--- src/rtl/gpio_edge_pkg.sv ---
`timescale 1ns/1ps
package gpio_edge_pkg;
   localparam int unsigned REG_ADDR_W = 3;

   // register word indices; software relies on this layout
   typedef enum logic [REG_ADDR_W-1:0] {
      REG_LEVEL = 3'd0,
      REG_DIR   = 3'd1,
      REG_SET   = 3'd2,
      REG_CLR   = 3'd3,
      REG_RISE  = 3'd4,
      REG_FALL  = 3'd5,
      REG_EVT   = 3'd6,
      REG_ALT   = 3'd7
   } gpio_reg_e;
endpackage

--- src/rtl/gpio_sync.sv ---
`timescale 1ns/1ps
module gpio_sync #(
   parameter int unsigned W      = 28,
   parameter int unsigned STAGES = 2
) (
   input  logic         clk,
   input  logic         rst_n,
   input  logic [W-1:0] din,
   output logic [W-1:0] dout
);
   initial assert (STAGES >= 2) else $error("gpio_sync: STAGES must be at least 2");

   logic [W-1:0] chain [STAGES];

   for (genvar s = 0; s < STAGES; s++) begin : g_stage
      if (s == 0) begin : g_first
         always_ff @(posedge clk or negedge rst_n) begin
            if (!rst_n) chain[s] <= '0;
            else        chain[s] <= din;
         end
      end else begin : g_next
         always_ff @(posedge clk or negedge rst_n) begin
            if (!rst_n) chain[s] <= '0;
            else        chain[s] <= chain[s-1];
         end
      end
   end

   assign dout = chain[STAGES-1];
endmodule

--- src/rtl/gpio_evt.sv ---
`timescale 1ns/1ps
module gpio_evt #(
   parameter int unsigned W = 28
) (
   input  logic         clk,
   input  logic         rst_n,
   input  logic [W-1:0] sync_i,
   input  logic         rise_we,
   input  logic         fall_we,
   input  logic [W-1:0] wdata,
   input  logic [W-1:0] clr_i,
   output logic [W-1:0] rise_en_o,
   output logic [W-1:0] fall_en_o,
   output logic [W-1:0] sts_o,
   output logic         hit_any_o
);
   logic [W-1:0] prev_q, rise_q, fall_q, sts_q;
   logic [W-1:0] hit_w, keep_w;

   always_ff @(posedge clk or negedge rst_n) begin
      if (!rst_n) begin
         prev_q <= '0;
         rise_q <= '0;
         fall_q <= '0;
      end else begin
         prev_q <= sync_i;
         if (rise_we) rise_q <= wdata;
         if (fall_we) fall_q <= wdata;
      end
   end

   // the two directions are armed separately
   assign hit_w  = (sync_i & ~prev_q & rise_q) | (~sync_i & prev_q & fall_q);
   assign keep_w = sts_q & ~clr_i;

   // a fresh event outranks a clear in the same cycle
   always_ff @(posedge clk or negedge rst_n) begin
      if (!rst_n) sts_q <= '0;
      else        sts_q <= keep_w | hit_w;
   end

   assign rise_en_o = rise_q;
   assign fall_en_o = fall_q;
   assign sts_o     = sts_q;
   assign hit_any_o = |hit_w;

   p_sticky_r8: assert property (@(posedge clk) disable iff (!rst_n)
      (|keep_w) |=> ((sts_q & $past(keep_w)) == $past(keep_w)));

   p_event_wins_r9: assert property (@(posedge clk) disable iff (!rst_n)
      (|(hit_w & clr_i)) |=> ((sts_q & $past(hit_w & clr_i)) == $past(hit_w & clr_i)));
endmodule

--- src/rtl/gpio_pinmux.sv ---
`timescale 1ns/1ps
module gpio_pinmux #(
   parameter int unsigned W = 28
) (
   input  logic         clk,
   input  logic         rst_n,
   input  logic         dir_we,
   input  logic         alt_we,
   input  logic         set_stb,
   input  logic         clr_stb,
   input  logic [W-1:0] wdata,
   input  logic [W-1:0] periph_out,
   input  logic [W-1:0] periph_oe,
   output logic [W-1:0] dir_o,
   output logic [W-1:0] alt_o,
   output logic [W-1:0] pin_out,
   output logic [W-1:0] pin_oe
);
   logic [W-1:0] out_q, dir_q, alt_q;
   logic [W-1:0] set_m, clr_m;

   assign set_m = set_stb ? wdata : '0;
   assign clr_m = clr_stb ? wdata : '0;

   always_ff @(posedge clk or negedge rst_n) begin
      if (!rst_n) begin
         out_q <= '0;
         dir_q <= '0;
         alt_q <= '0;
      end else begin
         out_q <= (out_q | set_m) & ~clr_m;
         if (dir_we) dir_q <= wdata;
         if (alt_we) alt_q <= wdata;
      end
   end

   for (genvar p = 0; p < W; p++) begin : g_pin
      assign pin_out[p] = alt_q[p] ? periph_out[p] : out_q[p];
      assign pin_oe[p]  = alt_q[p] ? periph_oe[p]  : dir_q[p];
   end

   assign dir_o = dir_q;
   assign alt_o = alt_q;

   p_dir_wr_r3: assert property (@(posedge clk) disable iff (!rst_n)
      dir_we |=> (dir_q == $past(wdata)));

   p_set_r4: assert property (@(posedge clk) disable iff (!rst_n)
      set_stb |=> ((out_q & $past(wdata)) == $past(wdata)));

   p_clr_r5: assert property (@(posedge clk) disable iff (!rst_n)
      clr_stb |=> ((out_q & $past(wdata)) == '0));
endmodule

--- src/rtl/gpio_edge_ctrl.sv ---
`timescale 1ns/1ps
module gpio_edge_ctrl
   import gpio_edge_pkg::*;
#(
   parameter int unsigned NPINS       = 28,
   parameter int unsigned DW          = 32,
   parameter int unsigned SYNC_STAGES = 2,
   parameter bit          IRQ_REG     = 1'b0
) (
   input  logic                  clk,
   input  logic                  rst_n,
   input  logic                  bus_en,
   input  logic                  bus_we,
   input  logic [REG_ADDR_W-1:0] bus_addr,
   input  logic [DW-1:0]         bus_wdata,
   output logic [DW-1:0]         bus_rdata,
   input  logic [NPINS-1:0]      pin_in,
   output logic [NPINS-1:0]      pin_out,
   output logic [NPINS-1:0]      pin_oe,
   input  logic [NPINS-1:0]      periph_out,
   input  logic [NPINS-1:0]      periph_oe,
   output logic                  irq
);
   initial assert (NPINS >= 1 && NPINS <= DW)
      else $error("gpio_edge_ctrl: NPINS must lie in 1..DW");

   logic              wr;
   logic [NPINS-1:0]  wpin, sync_w, dir_w, alt_w, rise_w, fall_w, sts_w, clr_w;
   logic [NPINS-1:0]  rd_pin;
   logic              hit_any;
   logic              unused_wd;
   gpio_reg_e         idx;

   assign idx       = gpio_reg_e'(bus_addr);
   assign wr        = bus_en & bus_we;
   assign wpin      = bus_wdata[NPINS-1:0];
   assign unused_wd = ^bus_wdata;
   assign clr_w     = (wr && idx == REG_EVT) ? wpin : '0;

   gpio_sync #(.W(NPINS), .STAGES(SYNC_STAGES)) u_sync (
      .clk (clk), .rst_n (rst_n), .din (pin_in), .dout (sync_w)
   );

   gpio_evt #(.W(NPINS)) u_evt (
      .clk       (clk),
      .rst_n     (rst_n),
      .sync_i    (sync_w),
      .rise_we   (wr && idx == REG_RISE),
      .fall_we   (wr && idx == REG_FALL),
      .wdata     (wpin),
      .clr_i     (clr_w),
      .rise_en_o (rise_w),
      .fall_en_o (fall_w),
      .sts_o     (sts_w),
      .hit_any_o (hit_any)
   );

   gpio_pinmux #(.W(NPINS)) u_mux (
      .clk        (clk),
      .rst_n      (rst_n),
      .dir_we     (wr && idx == REG_DIR),
      .alt_we     (wr && idx == REG_ALT),
      .set_stb    (wr && idx == REG_SET),
      .clr_stb    (wr && idx == REG_CLR),
      .wdata      (wpin),
      .periph_out (periph_out),
      .periph_oe  (periph_oe),
      .dir_o      (dir_w),
      .alt_o      (alt_w),
      .pin_out    (pin_out),
      .pin_oe     (pin_oe)
   );

   always_comb begin
      unique case (idx)
         REG_LEVEL: rd_pin = sync_w;
         REG_DIR:   rd_pin = dir_w;
         REG_RISE:  rd_pin = rise_w;
         REG_FALL:  rd_pin = fall_w;
         REG_EVT:   rd_pin = sts_w;
         REG_ALT:   rd_pin = alt_w;
         default:   rd_pin = '0;
      endcase
      bus_rdata              = '0;
      bus_rdata[NPINS-1:0]   = rd_pin;
   end

   if (IRQ_REG) begin : g_irq_reg
      logic irq_q;
      always_ff @(posedge clk or negedge rst_n) begin
         if (!rst_n) irq_q <= 1'b0;
         else        irq_q <= |sts_w;
      end
      assign irq = irq_q;
      p_irq_rise_r11: assert property (@(posedge clk) disable iff (!rst_n)
         $rose(irq) |-> $past(hit_any, 2));
   end else begin : g_irq_comb
      assign irq = |sts_w;
      p_irq_rise_r11: assert property (@(posedge clk) disable iff (!rst_n)
         $rose(irq) |-> $past(hit_any));
   end
endmodule

--- config.mk ---
export PLATFORM = sky130hd
export DESIGN_NAME = gpio_edge_ctrl
export DESIGN_NICKNAME = d
export VERILOG_FILES = /design/src/rtl/gpio_edge_pkg.sv /design/src/rtl/gpio_sync.sv /design/src/rtl/gpio_evt.sv /design/src/rtl/gpio_pinmux.sv /design/src/rtl/gpio_edge_ctrl.sv
export SDC_FILE = /design/constraint.sdc
export NUM_CORES = 1
export LEC_CHECK = 0
export BUFFER_PORTS_ARGS = -buffer_cell sky130_fd_sc_hd__clkbuf_2
export CAP_MARGIN = 25
export CORE_MARGIN = 3
export CORE_UTILIZATION = 50
export DETAILED_ROUTE_END_ITERATION = 8
export GPL_TIMING_DRIVEN = 0
export PLACE_DENSITY = 0.73
export SYNTH_ARGS = -nofsm -noshare
export SYNTH_HDL_FRONTEND = slang
export SYNTH_SLANG_ARGS = --single-unit
--- constraint.sdc ---
create_clock -name clk -period 3.3 [get_ports clk]
set_input_delay 0.33 -clock clk [delete_from_list [all_inputs] [get_ports clk]]
set_output_delay 0.33 -clock clk [all_outputs]
set_load 0.01 [all_outputs]
# After elaboration in Yosys (flattened, before gate mapping)
# Index checks and enable logic that the tools add are counted.
# W data, S select, Z words.
op_classes:
  n_eq_ne: 7
  muxes: 60
  bitwise: 14
  reduce_logical: 9
ops:
  columns: ["op", "count"]
  rows:
  - ["$and A28 B28 Y28", 6]
  - ["$pmux W28 S6", 1]
  - ["$not A28 Y28", 4]
  - ["$mux W28", 3]
  - ["$or A28 B28 Y28", 3]
  - ["$mux W1", 56]
  - ["$reduce_or A28 Y1", 1]
  - ["$eq A3 B3 Y1 const B", 4]
  - ["$logic_and A1 B1 Y1", 7]
  - ["$eq A3 B2 Y1 const B", 2]
  - ["$eq A3 B1 Y1 const B", 1]
  - ["$logic_not A3 Y1", 1]
  - ["$and A1 B1 Y1", 1]
totals:
  reg_bits: 252
  output_inout_bits: 89
  wordCells: 99

# Longest topological paths before layout
depth:
  depth_word: 6
  ltp_mapped: 6

# Hierarchy
# Synthesis repeated with hierarchy kept, for this count alone.
unflattened:
  cells_unflattened: 933
  hier_area_um2: 11787.6
by_module_without_submodules:
  columns: ["mod", "n_inst", "cells_each", "area_per_inst_um2", "seq_area_each_um2"]
  rows:
  - ["gpio_evt", 1, 324, 4315.4, 2802.7]
  - ["gpio_pinmux", 1, 264, 3931.3, 2102.0]
  - ["gpio_edge_ctrl", 1, 261, 1929.4, 0.0]
  - ["gpio_sync", 1, 84, 1611.5, 1401.3]

# Least setup slack after synthesis
# OpenSTA, ideal clock, no wires.
synth_timing:
  kind: "input port to output port"
  startpoint: "in bus_addr[0]"
  endpoint: "out bus_rdata[14]"
  t_arrival_ps: 1412
  required_time_ps: 2970
  path_slack_ps: 1558
  stages: 4
  path_buffers: 2
  path_cell_list: "buf_4 -> buf_2 -> mux2_2 -> a221o_1"
synth_via:
  elab_chain_len: 2
  elab_cells_between_ends: 7
  classes_between: "eq/ne: 5; mux: 1; reduce/logical: 1"
synth_lines:
  columns: ["item", "line_no", "rtl"]
  rows:
  - ["start: declaration", "gpio_edge_ctrl.sv:14", "input logic [REG_ADDR_W-1:0] bus_addr,"]
  - ["$eq A3 B3 Y1 (tied with other cells)", "gpio_edge_ctrl.sv:75", "unique case (idx)"]
  - ["$pmux W28 S6 *", "gpio_edge_ctrl.sv:75", null]
  - ["end: declaration", "gpio_edge_ctrl.sv:16", "output logic [DW-1:0] bus_rdata,"]
# Mark *: on every way between the ends. The rest lies on a longest branch, timed or not.

# Worst setup path after layout
layout_timing:
  startpoint: "in bus_addr[0]"
  endpoint: "out bus_rdata[2]"
# The elaborated chain is that of the path after synthesis.

==> implementation parameters <==
Parameter                              Value

Floorplan
  Starting density of the core    51.3%
  Total Die Area    24400 µm²
  Site Rows    54
  I/O pin cnt    212
  Vertical extent of the die    156 µm
  X dimension of the die    156 µm
  Placeable Area    22000 µm²

Routing
  Antenna Nets Post-Route    0
  Total detailed-routing wirelength    29.8 mm
  Initial DRT Pass Iterations    5
  Vias per Instance    5.62
  Overall via count from detail_route    8274
  Routed wire per std cell    20.2 µm
  DRC violation count after routing    0
  Starting DRC count in detailed routing    425

STA
  Clock Skews    0.0112 ns
  Actual transition at the worst max-transition pin    0.789 ns
  Setup total negative slack    0 ns
  Final hold violations    0
  Final Max Slew Viols    0
  Relative slew slack    47.4%
  Top achievable clock speed    372 MHz
  Final setup violation count    0
  Share of the cycle needed by the critical path after routing    81.4%
  Tmin final    2.69 ns
  RSZ-0062 raised after global routing    false

Clock tree
  CTS tree    yes
  Skew-Pair Late Insertion Delay    0.53 ns
  CTS HTree Levels    1
  Buffer cell driving the clock tree root    sky130_fd_sc_hd__clkbuf_16
  Number of gates given a new drive strength after cts    0
  Worst-path clk slew    0.06 ns
  Number of buffers created by CTS    26
  Clock Sinks    252
  Clock tree buffer depth    3

Global route
  Number of antenna violations at the first check in global routing    0
  Global-route usage over all layers    24.3%
  Remaining global-route overflow    0
  Number of global-route vias before repair    8262
  Global-route wire length before repair    46.2 mm
  Maximum number of pins on one net before global-route repair    115

Worst setup path
  Destination of the worst register-to-register timing path    u_evt.sts_o[1]
  Crit Reg-Reg Startpoint    u_evt.sts_o[1]
  Worst setup path start    bus_addr[0]
  Depth of the worst register-to-register path    3
  Maximum fanout along the worst path    10
  Kind of start point of the critical path    input port
  Slack of the worst reg-to-reg path    2.35 ns
  Capturing element type of the critical path    output pin
  Critical path endpoint    bus_rdata[2]
  Data arrival time at the worst-slack endpoint    2.36 ns
  Required time reported for the critical path endpoint    2.97 ns
  Category of the critical setup timing path    input port to output pin

Status
  Run status    completed

Layout
  Post-Layout Inst Area    13900 µm²
  FILL cells    1771
  Most frequent standard cell in the layout excluding fill and tap cells    sky130_fd_sc_hd__dfrtp_1
  Number of antenna cells inserted    0
  Number of standard cells in the final layout excluding fillers    1473
  Post-synthesis to final-layout area growth    23.2%
  Most frequent cells in the layout    sky130_fd_sc_hd__dfrtp_1 (252), sky130_fd_sc_hd__clkbuf_2 (201), sky130_fd_sc_hd__mux2_2 (145)
  Layout cells sized above 1    36.5%
  Final net count    1298

Pwr
  Switching share of power    27.3%
  Gate power share    18.9%
  Leak Pwr    6.64 nW
  Part of the power in registers    46.1%
  Internal Power    6.20 mW
  Clock group share of total power    35.0%
  P per Cell Area    614 nW/µm²
  Worst supply voltage drop on vdd    0.486 mV
  Net switching component of the power    2.33 mW

Logic synthesis
  Number of synthesized register bits    252
  Number of enable-type register cells in the synthesized netlist    0
  Top FF cell, synth    sky130_fd_sc_hd__dfrtp_1
  Mean Syn Cell Area    12.4 µm²
  Synthesized instance count    910
  Post-Syn Area    11300 µm²
  Portion of the post-synthesis area used by sequential elements    55.9%
  Number of distinct standard cells referenced by the synthesized netlist    45
  Count of yosys warnings during synthesis    0
  Asr flop ratio synth    100%

Job
  Max-capacitance violation count    0

Placed design
  # port buffers    202
  HPWL after detailed placement    20.5 mm
  Area of placed instances    12700 µm²
  Final estimated routing congestion in global placement    0.811
  Cell count after placement    1398

Worst hold path
  Class of the most critical hold timing path    input port to flip-flop
metrics by stage:
stage	worst slack (ns)	hold WS (ns)	power [mW]	utilization (%)
after floorplan	1.56	0.0344	4.89	-
after global placement	-3.20	0.334	5.51	57.5
after detailed placement	0.692	0.336	5.57	57.8
after CTS	0.677	0.0860	8.59	63.2
after global routing	0.573	0.103	8.94	63.2
final	0.614	0.100	8.53	63.2
power groups by stage:
| stage | combinational, mW | sequential [mW] | clock, mW |
|---|---|---|---|
| floorplan | 1.05 | 3.84 | 0 |
| global placement | 1.54 | 3.97 | 0 |
| detailed placement | 1.59 | 3.98 | 0 |
| CTS | 1.63 | 3.93 | 3.03 |
| global route | 1.78 | 4.00 | 3.17 |
| finish | 1.61 | 3.93 | 2.99 |
worst min path at each step:
stage,start,endpoint,cells past startpoint
6_report,bus_wdata[20],u_mux.alt_o[20],2
5_1_grt,bus_wdata[8],u_mux.alt_o[8],2
4_1_cts,bus_wdata[20],u_mux.alt_o[20],2
3_5_place_dp,rst_n,u_mux.out_q[1],1
3_3_place_gp,u_sync.chain[32],u_sync.dout[4],0
2_1_floorplan,rst_n,u_evt.fall_en_o[0],0
timing repair:
item,4_1_cts,5_1_grt
buffers inserted,0,0
endpoints found under the setup margin,0,0
hold buffers,29,0
endpoints found under the hold margin,89,0
logic make-up (layout without fill, tap and decap cells):
group | Yosys count | after routing | synth area share, %
mux | 220 | 220 | 21.6
simple gates | 161 | 161 | 7.83
compound gates | 171 | 171 | 10.4
flops | 252 | 252 | 55.9
other cells | 1 | 4 | 0.0332
buf+inv | 105 | 385 | 4.28
critical path, stage by stage:
cell and delay [ns]:
sky130_fd_sc_hd__buf_4 0.21, sky130_fd_sc_hd__buf_1 0.54, sky130_fd_sc_hd__clkbuf_1 0.66, sky130_fd_sc_hd__a22oi_1 0.15, sky130_fd_sc_hd__o22ai_1 0.26, sky130_fd_sc_hd__clkbuf_2 0.19
per-layer routing:
metal,part of all wire [%],GRT usage (%)
met1,43,33.3
met4,2.0,6.13
met3,6.6,4.04
met2,49,40.7
met5,0,0
Yosys cell counts (all sizes together), types with 12 or more instances:
library cell | instances | area share, %
nand3b | 30 | 2.0
a211oi | 12 | 0.80
buf | 35 | 2.0
dfrtp | 252 | 56
nor3b | 15 | 1.0
o221ai | 28 | 2.2
mux2i | 49 | 4.3
a21oi | 30 | 1.3
clkbuf | 12 | 0.40
o21ai | 37 | 1.6
nand2 | 95 | 3.2
mux2 | 169 | 17
a21o | 31 | 2.1
inv | 57 | 1.9
sequential cells by signal, summed over array words and instances (netlist names):
register and flops:
u_evt.prev_q 28, u_evt.rise_en_o 28, u_mux.out_q 28, u_sync.chain 28, u_evt.fall_en_o 28, u_mux.dir_o 28
u_sync.dout 28, u_mux.alt_o 28, u_evt.sts_o 28
area by class of cell:
cell class	count	area, µm²	area share [%]
Multi-Input combinational cell	556	4510	32.4
Timing Repair Buffer	234	1380	9.89
Tap cell	280	350	2.52
Sequential cell	252	6310	45.3
Inverter	58	218	1.57
Buffer	47	265	1.91
Clock buffer	38	787	5.66
Clock inverter	8	95.1	0.684
(Power assumes the default switching activity.)
